===== src/rtl/sdv_raster_pkg.sv =====
package sdv_raster_pkg;

  typedef struct packed {
    logic field;
    logic vblank;
    logic hblank;
  } fvh_t;

  typedef enum logic [1:0] {
    PH_CB = 2'd0,
    PH_YA = 2'd1,
    PH_CR = 2'd2,
    PH_YB = 2'd3
  } byte_phase_e;

  function automatic int max2(input int a, input int b);
    return (a > b) ? a : b;
  endfunction

endpackage


===== src/rtl/sdv_line_timer.sv =====
module sdv_line_timer #(
  parameter int H_ACTIVE     = 1440,
  parameter int PAL_H_TOTAL  = 1728,
  parameter int NTSC_H_TOTAL = 1716,
  parameter int HCW          = 11
) (
  input  logic           clk,
  input  logic           rst,
  input  logic           pal_mode,
  input  logic           adv,
  output logic [HCW-1:0] h_cnt,
  output logic           hblank,
  output logic           line_end
);

  localparam logic [HCW-1:0] HLAST_P = HCW'(PAL_H_TOTAL - 1);
  localparam logic [HCW-1:0] HLAST_N = HCW'(NTSC_H_TOTAL - 1);
  localparam logic [HCW-1:0] HACT    = HCW'(H_ACTIVE);

  logic [HCW-1:0] h_last;

  assign h_last   = pal_mode ? HLAST_P : HLAST_N;
  assign line_end = (h_cnt >= h_last);
  assign hblank   = (h_cnt >= HACT);

  always_ff @(posedge clk) begin
    if (rst)      h_cnt <= '0;
    else if (adv) h_cnt <= line_end ? '0 : h_cnt + 1'b1;
  end

  AST_H_BOUND: assert property (@(posedge clk) disable iff (rst)
    h_cnt <= h_last);
  AST_H_FROZEN: assert property (@(posedge clk) disable iff (rst)
    !adv |=> $stable(h_cnt));
  AST_H_WRAP: assert property (@(posedge clk) disable iff (rst)
    (adv && line_end) |=> (h_cnt == '0));

endmodule


===== src/rtl/sdv_frame_timer.sv =====
module sdv_frame_timer #(
  parameter int PAL_ACTIVE_LINES  = 576,
  parameter int PAL_F1_VBLANK     = 24,
  parameter int PAL_F2_VBLANK     = 25,
  parameter int NTSC_ACTIVE_LINES = 480,
  parameter int NTSC_F1_VBLANK    = 22,
  parameter int NTSC_F2_VBLANK    = 23,
  parameter int VCW               = 10,
  parameter int LW                = 10
) (
  input  logic          clk,
  input  logic          rst,
  input  logic          pal_mode,
  input  logic          step,
  output logic          field,
  output logic          vblank,
  output logic [LW-1:0] line_num,
  output logic          frame_top
);

  localparam int N_P     = PAL_ACTIVE_LINES / 2;
  localparam int N_N     = NTSC_ACTIVE_LINES / 2;
  localparam int F1LEN_P = PAL_F1_VBLANK + N_P;
  localparam int F1LEN_N = NTSC_F1_VBLANK + N_N;
  localparam int F2ACT_P = F1LEN_P + PAL_F2_VBLANK;
  localparam int F2ACT_N = F1LEN_N + NTSC_F2_VBLANK;
  localparam int TOT_P   = F2ACT_P + N_P;
  localparam int TOT_N   = F2ACT_N + N_N;

  localparam logic [VCW-1:0] C_F1B_P  = VCW'(PAL_F1_VBLANK);
  localparam logic [VCW-1:0] C_F1B_N  = VCW'(NTSC_F1_VBLANK);
  localparam logic [VCW-1:0] C_F1L_P  = VCW'(F1LEN_P);
  localparam logic [VCW-1:0] C_F1L_N  = VCW'(F1LEN_N);
  localparam logic [VCW-1:0] C_F2A_P  = VCW'(F2ACT_P);
  localparam logic [VCW-1:0] C_F2A_N  = VCW'(F2ACT_N);
  localparam logic [VCW-1:0] C_LAST_P = VCW'(TOT_P - 1);
  localparam logic [VCW-1:0] C_LAST_N = VCW'(TOT_N - 1);
  localparam logic [VCW:0]   C_HF1_P  = (VCW+1)'(2 * N_P - 1);
  localparam logic [VCW:0]   C_HF1_N  = (VCW+1)'(2 * N_N - 1);
  localparam logic [VCW:0]   C_HF2_P  = (VCW+1)'(2 * N_P - 2);
  localparam logic [VCW:0]   C_HF2_N  = (VCW+1)'(2 * N_N - 2);

  logic [VCW-1:0] v_cnt;
  logic [VCW-1:0] f1b, f1l, f2a, v_last;
  logic [VCW-1:0] act_idx;
  logic [VCW:0]   pic_line, hold_line;
  logic           v_end;

  assign f1b    = pal_mode ? C_F1B_P  : C_F1B_N;
  assign f1l    = pal_mode ? C_F1L_P  : C_F1L_N;
  assign f2a    = pal_mode ? C_F2A_P  : C_F2A_N;
  assign v_last = pal_mode ? C_LAST_P : C_LAST_N;
  assign v_end  = (v_cnt >= v_last);

  always_ff @(posedge clk) begin
    if (rst)       v_cnt <= '0;
    else if (step) v_cnt <= v_end ? '0 : v_cnt + 1'b1;
  end

  always_comb begin
    field     = (v_cnt >= f1l);
    vblank    = field ? (v_cnt < f2a) : (v_cnt < f1b);
    act_idx   = field ? (v_cnt - f2a) : (v_cnt - f1b);
    pic_line  = {act_idx, field};
    if (field) hold_line = pal_mode ? C_HF2_P : C_HF2_N;
    else       hold_line = pal_mode ? C_HF1_P : C_HF1_N;
    line_num  = vblank ? LW'(hold_line) : LW'(pic_line);
    frame_top = (v_cnt == '0);
  end

  AST_V_WRAP: assert property (@(posedge clk) disable iff (rst)
    (step && v_end) |=> (v_cnt == '0));
  AST_FIELD_FALL: assert property (@(posedge clk) disable iff (rst)
    $fell(field) |-> frame_top);
  AST_TOP_BLANK: assert property (@(posedge clk) disable iff (rst)
    frame_top |-> (vblank && !field));

endmodule


===== src/rtl/sdv_colour_gen.sv =====
module sdv_colour_gen
  import sdv_raster_pkg::*;
#(
  parameter int             DW      = 8,
  parameter logic [DW-1:0]  Y_BLUE  = 8'h29,
  parameter logic [DW-1:0]  CB_BLUE = 8'hF0,
  parameter logic [DW-1:0]  CR_BLUE = 8'h6E,
  parameter logic [DW-1:0]  Y_BLANK = 8'h10,
  parameter logic [DW-1:0]  C_BLANK = 8'h80
) (
  input  logic [1:0]    phase_bits,
  input  logic          blank,
  output logic [DW-1:0] data
);

  byte_phase_e phase;

  assign phase = byte_phase_e'(phase_bits);

  always_comb begin
    if (blank) begin
      data = phase_bits[0] ? Y_BLANK : C_BLANK;
    end else begin
      unique case (phase)
        PH_CB:   data = CB_BLUE;
        PH_CR:   data = CR_BLUE;
        default: data = Y_BLUE;
      endcase
    end
  end

endmodule


===== src/rtl/sdv_blue_source.sv =====
module sdv_blue_source
  import sdv_raster_pkg::*;
#(
  parameter int            DW                = 8,
  parameter int            LW                = 10,
  parameter int            SW                = 11,
  parameter int            H_ACTIVE          = 1440,
  parameter int            PAL_H_TOTAL       = 1728,
  parameter int            NTSC_H_TOTAL      = 1716,
  parameter int            PAL_ACTIVE_LINES  = 576,
  parameter int            PAL_F1_VBLANK     = 24,
  parameter int            PAL_F2_VBLANK     = 25,
  parameter int            NTSC_ACTIVE_LINES = 480,
  parameter int            NTSC_F1_VBLANK    = 22,
  parameter int            NTSC_F2_VBLANK    = 23,
  parameter logic [DW-1:0] Y_BLUE            = 8'h29,
  parameter logic [DW-1:0] CB_BLUE           = 8'hF0,
  parameter logic [DW-1:0] CR_BLUE           = 8'h6E,
  parameter logic [DW-1:0] Y_BLANK           = 8'h10,
  parameter logic [DW-1:0] C_BLANK           = 8'h80
) (
  input  logic          clk,
  input  logic          rst,
  input  logic          en,
  input  logic          pal_mode,
  input  logic          vid_ready,
  output logic          vid_valid,
  output logic [DW-1:0] vid_data,
  output logic          vid_tof,
  output logic [LW-1:0] vid_line,
  output logic [SW-1:0] vid_sample,
  output logic [2:0]    vid_fvh
);

  localparam int HT_MAX  = max2(PAL_H_TOTAL, NTSC_H_TOTAL);
  localparam int VT_MAX  = max2(PAL_ACTIVE_LINES + PAL_F1_VBLANK + PAL_F2_VBLANK,
                                NTSC_ACTIVE_LINES + NTSC_F1_VBLANK + NTSC_F2_VBLANK);
  localparam int HCW     = $clog2(HT_MAX);
  localparam int VCW     = $clog2(VT_MAX);
  localparam logic [SW-1:0] S_HOLD = SW'(H_ACTIVE - 1);

  logic [HCW-1:0] h_cnt;
  logic           hblank, line_end, adv, step;
  logic           field, vblank, frame_top;
  fvh_t           fvh;

  assign adv  = en & vid_ready;
  assign step = adv & line_end;

  sdv_line_timer #(
    .H_ACTIVE     (H_ACTIVE),
    .PAL_H_TOTAL  (PAL_H_TOTAL),
    .NTSC_H_TOTAL (NTSC_H_TOTAL),
    .HCW          (HCW)
  ) u_line (
    .clk      (clk),
    .rst      (rst),
    .pal_mode (pal_mode),
    .adv      (adv),
    .h_cnt    (h_cnt),
    .hblank   (hblank),
    .line_end (line_end)
  );

  sdv_frame_timer #(
    .PAL_ACTIVE_LINES  (PAL_ACTIVE_LINES),
    .PAL_F1_VBLANK     (PAL_F1_VBLANK),
    .PAL_F2_VBLANK     (PAL_F2_VBLANK),
    .NTSC_ACTIVE_LINES (NTSC_ACTIVE_LINES),
    .NTSC_F1_VBLANK    (NTSC_F1_VBLANK),
    .NTSC_F2_VBLANK    (NTSC_F2_VBLANK),
    .VCW               (VCW),
    .LW                (LW)
  ) u_frame (
    .clk       (clk),
    .rst       (rst),
    .pal_mode  (pal_mode),
    .step      (step),
    .field     (field),
    .vblank    (vblank),
    .line_num  (vid_line),
    .frame_top (frame_top)
  );

  sdv_colour_gen #(
    .DW      (DW),
    .Y_BLUE  (Y_BLUE),
    .CB_BLUE (CB_BLUE),
    .CR_BLUE (CR_BLUE),
    .Y_BLANK (Y_BLANK),
    .C_BLANK (C_BLANK)
  ) u_colour (
    .phase_bits (h_cnt[1:0]),
    .blank      (hblank | vblank),
    .data       (vid_data)
  );

  assign fvh        = '{field: field, vblank: vblank, hblank: hblank};
  assign vid_fvh    = fvh;
  assign vid_valid  = en;
  assign vid_sample = hblank ? S_HOLD : SW'(h_cnt);
  assign vid_tof    = frame_top & (h_cnt == '0);

  AST_STALL_HOLD: assert property (@(posedge clk) disable iff (rst)
    (vid_valid && !vid_ready) |=> ($stable(vid_data) && $stable(vid_line) &&
      $stable(vid_sample) && $stable(vid_fvh) && $stable(vid_tof)));
  AST_TOF_CORNER: assert property (@(posedge clk) disable iff (rst)
    vid_tof |-> (vid_sample == '0 && vid_fvh == 3'b010));
  AST_H_RISE: assert property (@(posedge clk) disable iff (rst)
    $rose(vid_fvh[0]) |-> ($past(vid_sample) == S_HOLD));
  AST_BLANK_CODE: assert property (@(posedge clk) disable iff (rst)
    (vid_fvh[1:0] != 2'b00) |-> (vid_data == Y_BLANK || vid_data == C_BLANK));
  AST_ACTIVE_LUMA: assert property (@(posedge clk) disable iff (rst)
    (vid_fvh[1:0] == 2'b00 && vid_sample[0]) |-> (vid_data == Y_BLUE));

endmodule


===== config.mk =====
export PLATFORM = sky130hd
export DESIGN_NAME = sdv_blue_source
export DESIGN_NICKNAME = d
export VERILOG_FILES = /design/src/rtl/sdv_raster_pkg.sv /design/src/rtl/sdv_line_timer.sv /design/src/rtl/sdv_frame_timer.sv /design/src/rtl/sdv_colour_gen.sv /design/src/rtl/sdv_blue_source.sv
export SDC_FILE = /design/constraint.sdc
export NUM_CORES = 1
export LEC_CHECK = 0
export CAP_MARGIN = 20
export CORE_UTILIZATION = 53
export DETAILED_ROUTE_END_ITERATION = 12
export GPL_TIMING_DRIVEN = 0
export HOLD_SLACK_MARGIN = 0.06
export PLACE_DENSITY = 0.8
export REMOVE_ABC_BUFFERS = 1
export SETUP_SLACK_MARGIN = 0.1
export SKIP_LAST_GASP = 1
export SLEW_MARGIN = 20
export SYNTH_ARGS = -nofsm -noshare
export SYNTH_HDL_FRONTEND = slang
export SYNTH_SLANG_ARGS = --single-unit

===== constraint.sdc =====
create_clock -name clk -period 6.05 [get_ports clk]
set_input_delay 1.21 -clock clk [delete_from_list [all_inputs] [get_ports clk]]
set_output_delay 1.21 -clock clk [all_outputs]
set_load 0.02 [all_outputs]

==> Word-level counts from Yosys, hierarchy flattened <==
Cells that the tools add are included.
{ "op_classes": {"order_cmp": 6, "n_shift": 0, "n_addsub": 4, "eq_ne": 1, "n_bitwise": 4, "mul": 0, "muxes": 17, "div": 0, "reduce_logical": 3} }
{ "op_table": {"columns": ["op", "n"], "rows": [
  ["two-way mux 10 bit", 5],
  ["two-way mux 11 bit", 2],
  ["subtractor 9 bit", 2],
  ["two-way mux 8 bit", 2],
  ["case mux 8 bit (2 select lines)", 1],
  ["two-way mux 7 bit", 2],
  ["adder 11 x 1 -> 11 bit (second input constant)", 1],
  ["greater-or-equal comparator 11 bit", 1],
  ["greater-or-equal comparator 11 bit (second input constant)", 1],
  ["logical NOT 11 bit", 1],
  ["adder 10 x 1 -> 10 bit (second input constant)", 1],
  ["greater-or-equal comparator 10 bit", 1],
  ["greater-or-equal comparator 10 x 9 -> 1 bit", 1],
  ["logical NOT 10 bit", 1],
  ["less-than comparator 10 x 5 -> 1 bit", 1],
  ["less-than comparator 10 x 9 -> 1 bit", 1],
  ["two-way mux 9 bit", 1],
  ["two-way mux 4 bit", 2],
  ["two-way mux 6 bit", 1],
  ["bitwise AND 1 bit", 3],
  ["equality test 2 bit (second input constant)", 1],
  ["logical NOT 2 bit", 1],
  ["two-way mux 1 bit", 1],
  ["bitwise OR 1 bit", 1]
]} }
{ "totals": {"output_inout_bits": 34, "latch_bits": 0, "romBits": 0, "memories": 0, "in_bits": 5, "mem_bits_rw": 0, "ff_bits": 21} }

==> Logic depth before layout (Yosys ltp) <==
{ "logic_depth": {"word_depth": 5, "ltp_mapped": 15, "depth_no_buf": 15} }

==> Cells and area by module <==
A second synthesis with hierarchy kept.
{ "hier_totals": {"cells_unflattened": 279, "hier_area_um2": 2174.6} }
{ "by_module_without_submodules": {"columns": ["mod", "cells_per_inst", "area_each_um2", "n_inst"], "rows": [
  ["sdv_frame_timer", 156, 1184.9, 1],
  ["sdv_line_timer", 90, 783.3, 1],
  ["sdv_blue_source", 23, 150.1, 1],
  ["sdv_colour_gen", 10, 56.3, 1]
]} }

==> Worst setup path after synthesis <==
OpenSTA, ideal clock, no wires.
{ "synth_timing": {"kind": "input-to-output", "from": "in pal_mode", "to": "out vid_line[8]", "arrival_ns": 4.269, "required_ns": 4.840, "setup_slack_ns": 0.571, "cell_stages": 15, "cell_sequence": "inv_1 -> ha_1 -> a21oi_1 -> nand2_1 -> o31ai_2 -> nand2_1 -> inv_1 -> ha_1 -> inv_1 -> ha_1 -> a21oi_1 -> o21ai_0 -> o41ai_1 -> xnor2_1 -> a21boi_0"} }
{ "synth_between": {"elab_chain_cells": 4} }
{ "synth_rtl": {"columns": ["element", "line_no", "text"], "rows": [
  ["from (decl)", "sdv_blue_source.sv:25", "input logic pal_mode,"],
  ["two-way mux 6 bit *", "sdv_frame_timer.sv:50", "assign f1l = pal_mode ? C_F1L_P : C_F1L_N;"],
  ["greater-or-equal comparator 10 x 9 -> 1 bit *", "sdv_frame_timer.sv:61", "field = (v_cnt >= f1l);"],
  ["net field", "sdv_blue_source.sv:44", "logic field, vblank, frame_top;"],
  ["two-way mux 9 bit (tied with other cells)", "sdv_frame_timer.sv:63", "act_idx = field ? (v_cnt - f2a) : (v_cnt - f1b);"],
  ["two-way mux 10 bit *", "sdv_frame_timer.sv:67", "line_num = vblank ? LW'(hold_line) : LW'(pic_line);"],
  ["to (decl)", "sdv_blue_source.sv:30", "output logic [LW-1:0] vid_line,"]
]} }
Mark *: on every way through the listed nets, which the timed path passes. The rest lies on a longest branch.

==> Worst setup path after layout <==
{ "layout_timing": {"from": "in pal_mode", "to": "out vid_line[8]"} }
{ "layout_between": {"elab_chain_cells": 4} }
{ "layout_rtl": {"columns": ["element", "line_no", "text"], "rows": [
  ["two-way mux 4 bit (tied with other cells)", "sdv_frame_timer.sv:49", "assign f1b = pal_mode ? C_F1B_P : C_F1B_N;"],
  ["subtractor 9 bit (tied with other cells)", "sdv_frame_timer.sv:63", null],
  ["two-way mux 9 bit (tied with other cells)", "sdv_frame_timer.sv:63", null],
  ["two-way mux 10 bit *", "sdv_frame_timer.sv:67", null]
]} }
Every way passes the cells marked *; elsewhere a longest branch is shown, timed or not.

==> impl_metrics.yaml <==
floorplan:
  io_pins: 39
  core_um2: 3720
  start_util_pct: 56.2
  dieHeight_um: 64.8
  rows: 22
  dieWidth_um: 64.8
  dieArea_um2: 4190
global_route:
  antenna_found_initial: 0
  grt_use_total_pct: 23.8
  grt_pass1_vias: 1782
  grt_max_degree: 16
  grt_remaining_overflow: 0
  grt_pass1_wl_um: 8030
flow_run:
  cap_violations: 0
synth:
  synth_top_cells_by_area: "dfxtp_1 20%, ha_1 14%, nand2_1 5.8%, nor2_1 5.8%, inv_1 3.4%"
  synth_edf_count: 0
  synth-seq-area-share_pct: 20.1
  ys_warn_count: 0
  synth_top_cell_area_share_pct: 20.1
  synth_top_cell_by_area: "dfxtp_1"
  ys_async_sr_fraction_pct: 0
  syn_inst: 273
  ys_ff_latch: 21
  avgSynthCellArea_um2: 7.64
  synthDistinctLibCells: 46
  synth_flop_cell: "dfxtp_1"
  syn-cell-area_um2: 2090
placed_design:
  portBuffers: 38
  gp_congestion: 0.822
  dpl_cell_area_um2: 2420
  dp_hpwl_um: 3560
layout:
  drive_above_1_share_pct: 8.75
  final_cell_mix: "32 x nor2_1, 32 x clkdlybuf4s50_1, 31 x nand2_1, 23 x ha_1, 21 x dfxtp_1"
  diodes: 0
  final_util_pct: 66.4
  fin_nets: 327
  syn_to_final_growth_pct: 18.3
  fin_area_um2: 2470
pwr:
  power.density_nw_per_um2: 123
  ir_worst_vdd_uv: 98.3
  p_leak_uw: 0.00107
  finalPower_uw: 304
setup_path:
  path_class: "in -> out"
  crit_required_ps: 4840
  r2r_end: "u_frame.v_cnt[4]"
  slowest_delay_ps: 390
  cp_slowest_cell: "ha_1"
  regToRegSetupSlack_ps: 3710
  r2r-start: "u_frame.v_cnt[2]"
  path_cells: "clkdlybuf4s15_2 -> inv_2 -> ha_1 -> a21oi_2 -> nand2_1 -> o31ai_4 -> nand2_2 -> inv_1 -> ha_1 -> inv_1 -> ha_1 -> a21oi_1 -> o21ai_0 -> o41ai_1 -> xnor2_1 -> a21boi_0 -> clkbuf_2"
  startpoint_type: "input port"
  reg2reg_depth: 8
  crit_fanout: 10
  cp.arrival_ps: 4600
  cp_common_cell: "ha_1"
  cp-end-kind: "output pin"
drt:
  first_iter_violations: 93
  firstDrtPassIters: 4
  routed-via-count: 1985
  wl_um: 4700
  ant_nets: 0
  viasPerCell: 5.75
  drcViolationCount: 0
  wl_per_cell_um: 13.6
clock_network:
  cts_hold_buffers: 0
  htreeDepth: 1
  post-cts-setup-buffers: 0
  ctsLongestPathBuffers: 2
  cts_tree: "yes"
  clk_latency_ps: 260
  cts_buffers: 3
  cts-root-buf: "clkbuf_8"
  cts.clk_slew.worst_paths_ps: 80
  clock_sinks: 21
worst_hold_path:
  hold_path_class: "reg -> reg"
  hold_path_end: "u_frame.v_cnt[0]"
  holdPathStages: 2
  min_from: "u_frame.v_cnt[0]"
timing:
  fin_crit_sh_pct: 96.0
  hold_ws_ps: 556
  drv_slew: 0
  hold_viol: 0
  tightest_slew_ps: 799
  finalSetupViolations: 0
  tns_ps: 0
  relSlewSlack_pct: 46.4
  fmax_mhz: 172
  fin_crit_ps: 5810
  worst_clock_skew_ps: 4.49
  rsz0062_at_grt: "true"
status:
  outcome: "complete, no violations"
==> layer usage <==
metal | vias up | wire [um] | GRT usage [%]
met2 | 47 | 2310 | 41.4
met4 | 0 | 41 | 5.83
met3 | 5 | 170 | 2.11
met1 | 929 | 2180 | 31.4
li1 | 1004 | - | -
met5 | - | 0 | 0
==> area by class of cell <==
class,count,area (um^2)
Multi-Input combinational cell,215,1500
Tap cell,48,60.1
Clock inverter,1,5.00
Fill cell,341,1250
Inverter,19,71.3
Sequential cell,21,420
Timing Repair Buffer,38,368
Clock buffer,3,41.3
==> worst max-delay path by stage <==
stage / from / to / cells after the start
after floorplan: pal_mode / vid_line[8] / 15
after global placement: pal_mode / vid_line[8] / 17
after detailed placement: pal_mode / vid_line[8] / 17
after CTS: pal_mode / vid_line[8] / 17
after global routing: pal_mode / vid_line[8] / 17
final: pal_mode / vid_line[8] / 17
==> per-stage QoR <==
stage / std cells / setup slack, ps
2_1_floorplan: 255 / 430
3_3_place_gp: 341 / -766
3_5_place_dp: 341 / -847
4_1_cts: 345 / 63.5
5_1_grt: 345 / 20.3
6_report: 345 / 242
==> Yosys cell counts, types with 5 or more instances <==
cell      number
nand2_1       32
nor2_1        32
ha_1          23
dfxtp_1       21
inv_1         19
o21ai_0       14
nand3_1       12
nor3_1        12
a21oi_1        8
buf_4          7
nand2b_1       7
xnor2_1        7
xor2_1         7
a32oi_1        6
clkbuf_1       6
and3_1         5
nand4_1        5
nor2b_1        5
==> critical path, delay by kind of cell <==
family,cells,cell delay (ps)
compound gates,6,1440
xor+xnor,1,120
fa+ha+maj,3,840
buf+inv,5,720
simple gates,2,270
==> timing repair <==
item	4_1_cts	5_1_grt
endpoints found under the setup margin	8	6
pin swaps	0	3
resized for setup	10	12
==> logic make-up after synthesis <==
group | after synthesis | share of synthesized area, %
AO/OA/AOI/OAI | 52 | 19.8
adder cells (fa/ha/maj) | 24 | 14.7
flip-flops | 21 | 20.1
XOR/XNOR | 14 | 5.88
AND/OR/NAND/NOR | 123 | 29.2
buffers and inverters | 37 | 8.75
multiplexers | 2 | 1.44
==> flip-flops by register name (all words and copies together) (netlist names) <==
name           count
u_frame.v_cnt     10
u_line.h_cnt      11
==> where the power goes <==
group          switching (uW)  internal [uW]
logic                    36.7           28.1
registers                3.55            140
clock network            49.3           46.0
(Power assumes the default switching activity.)
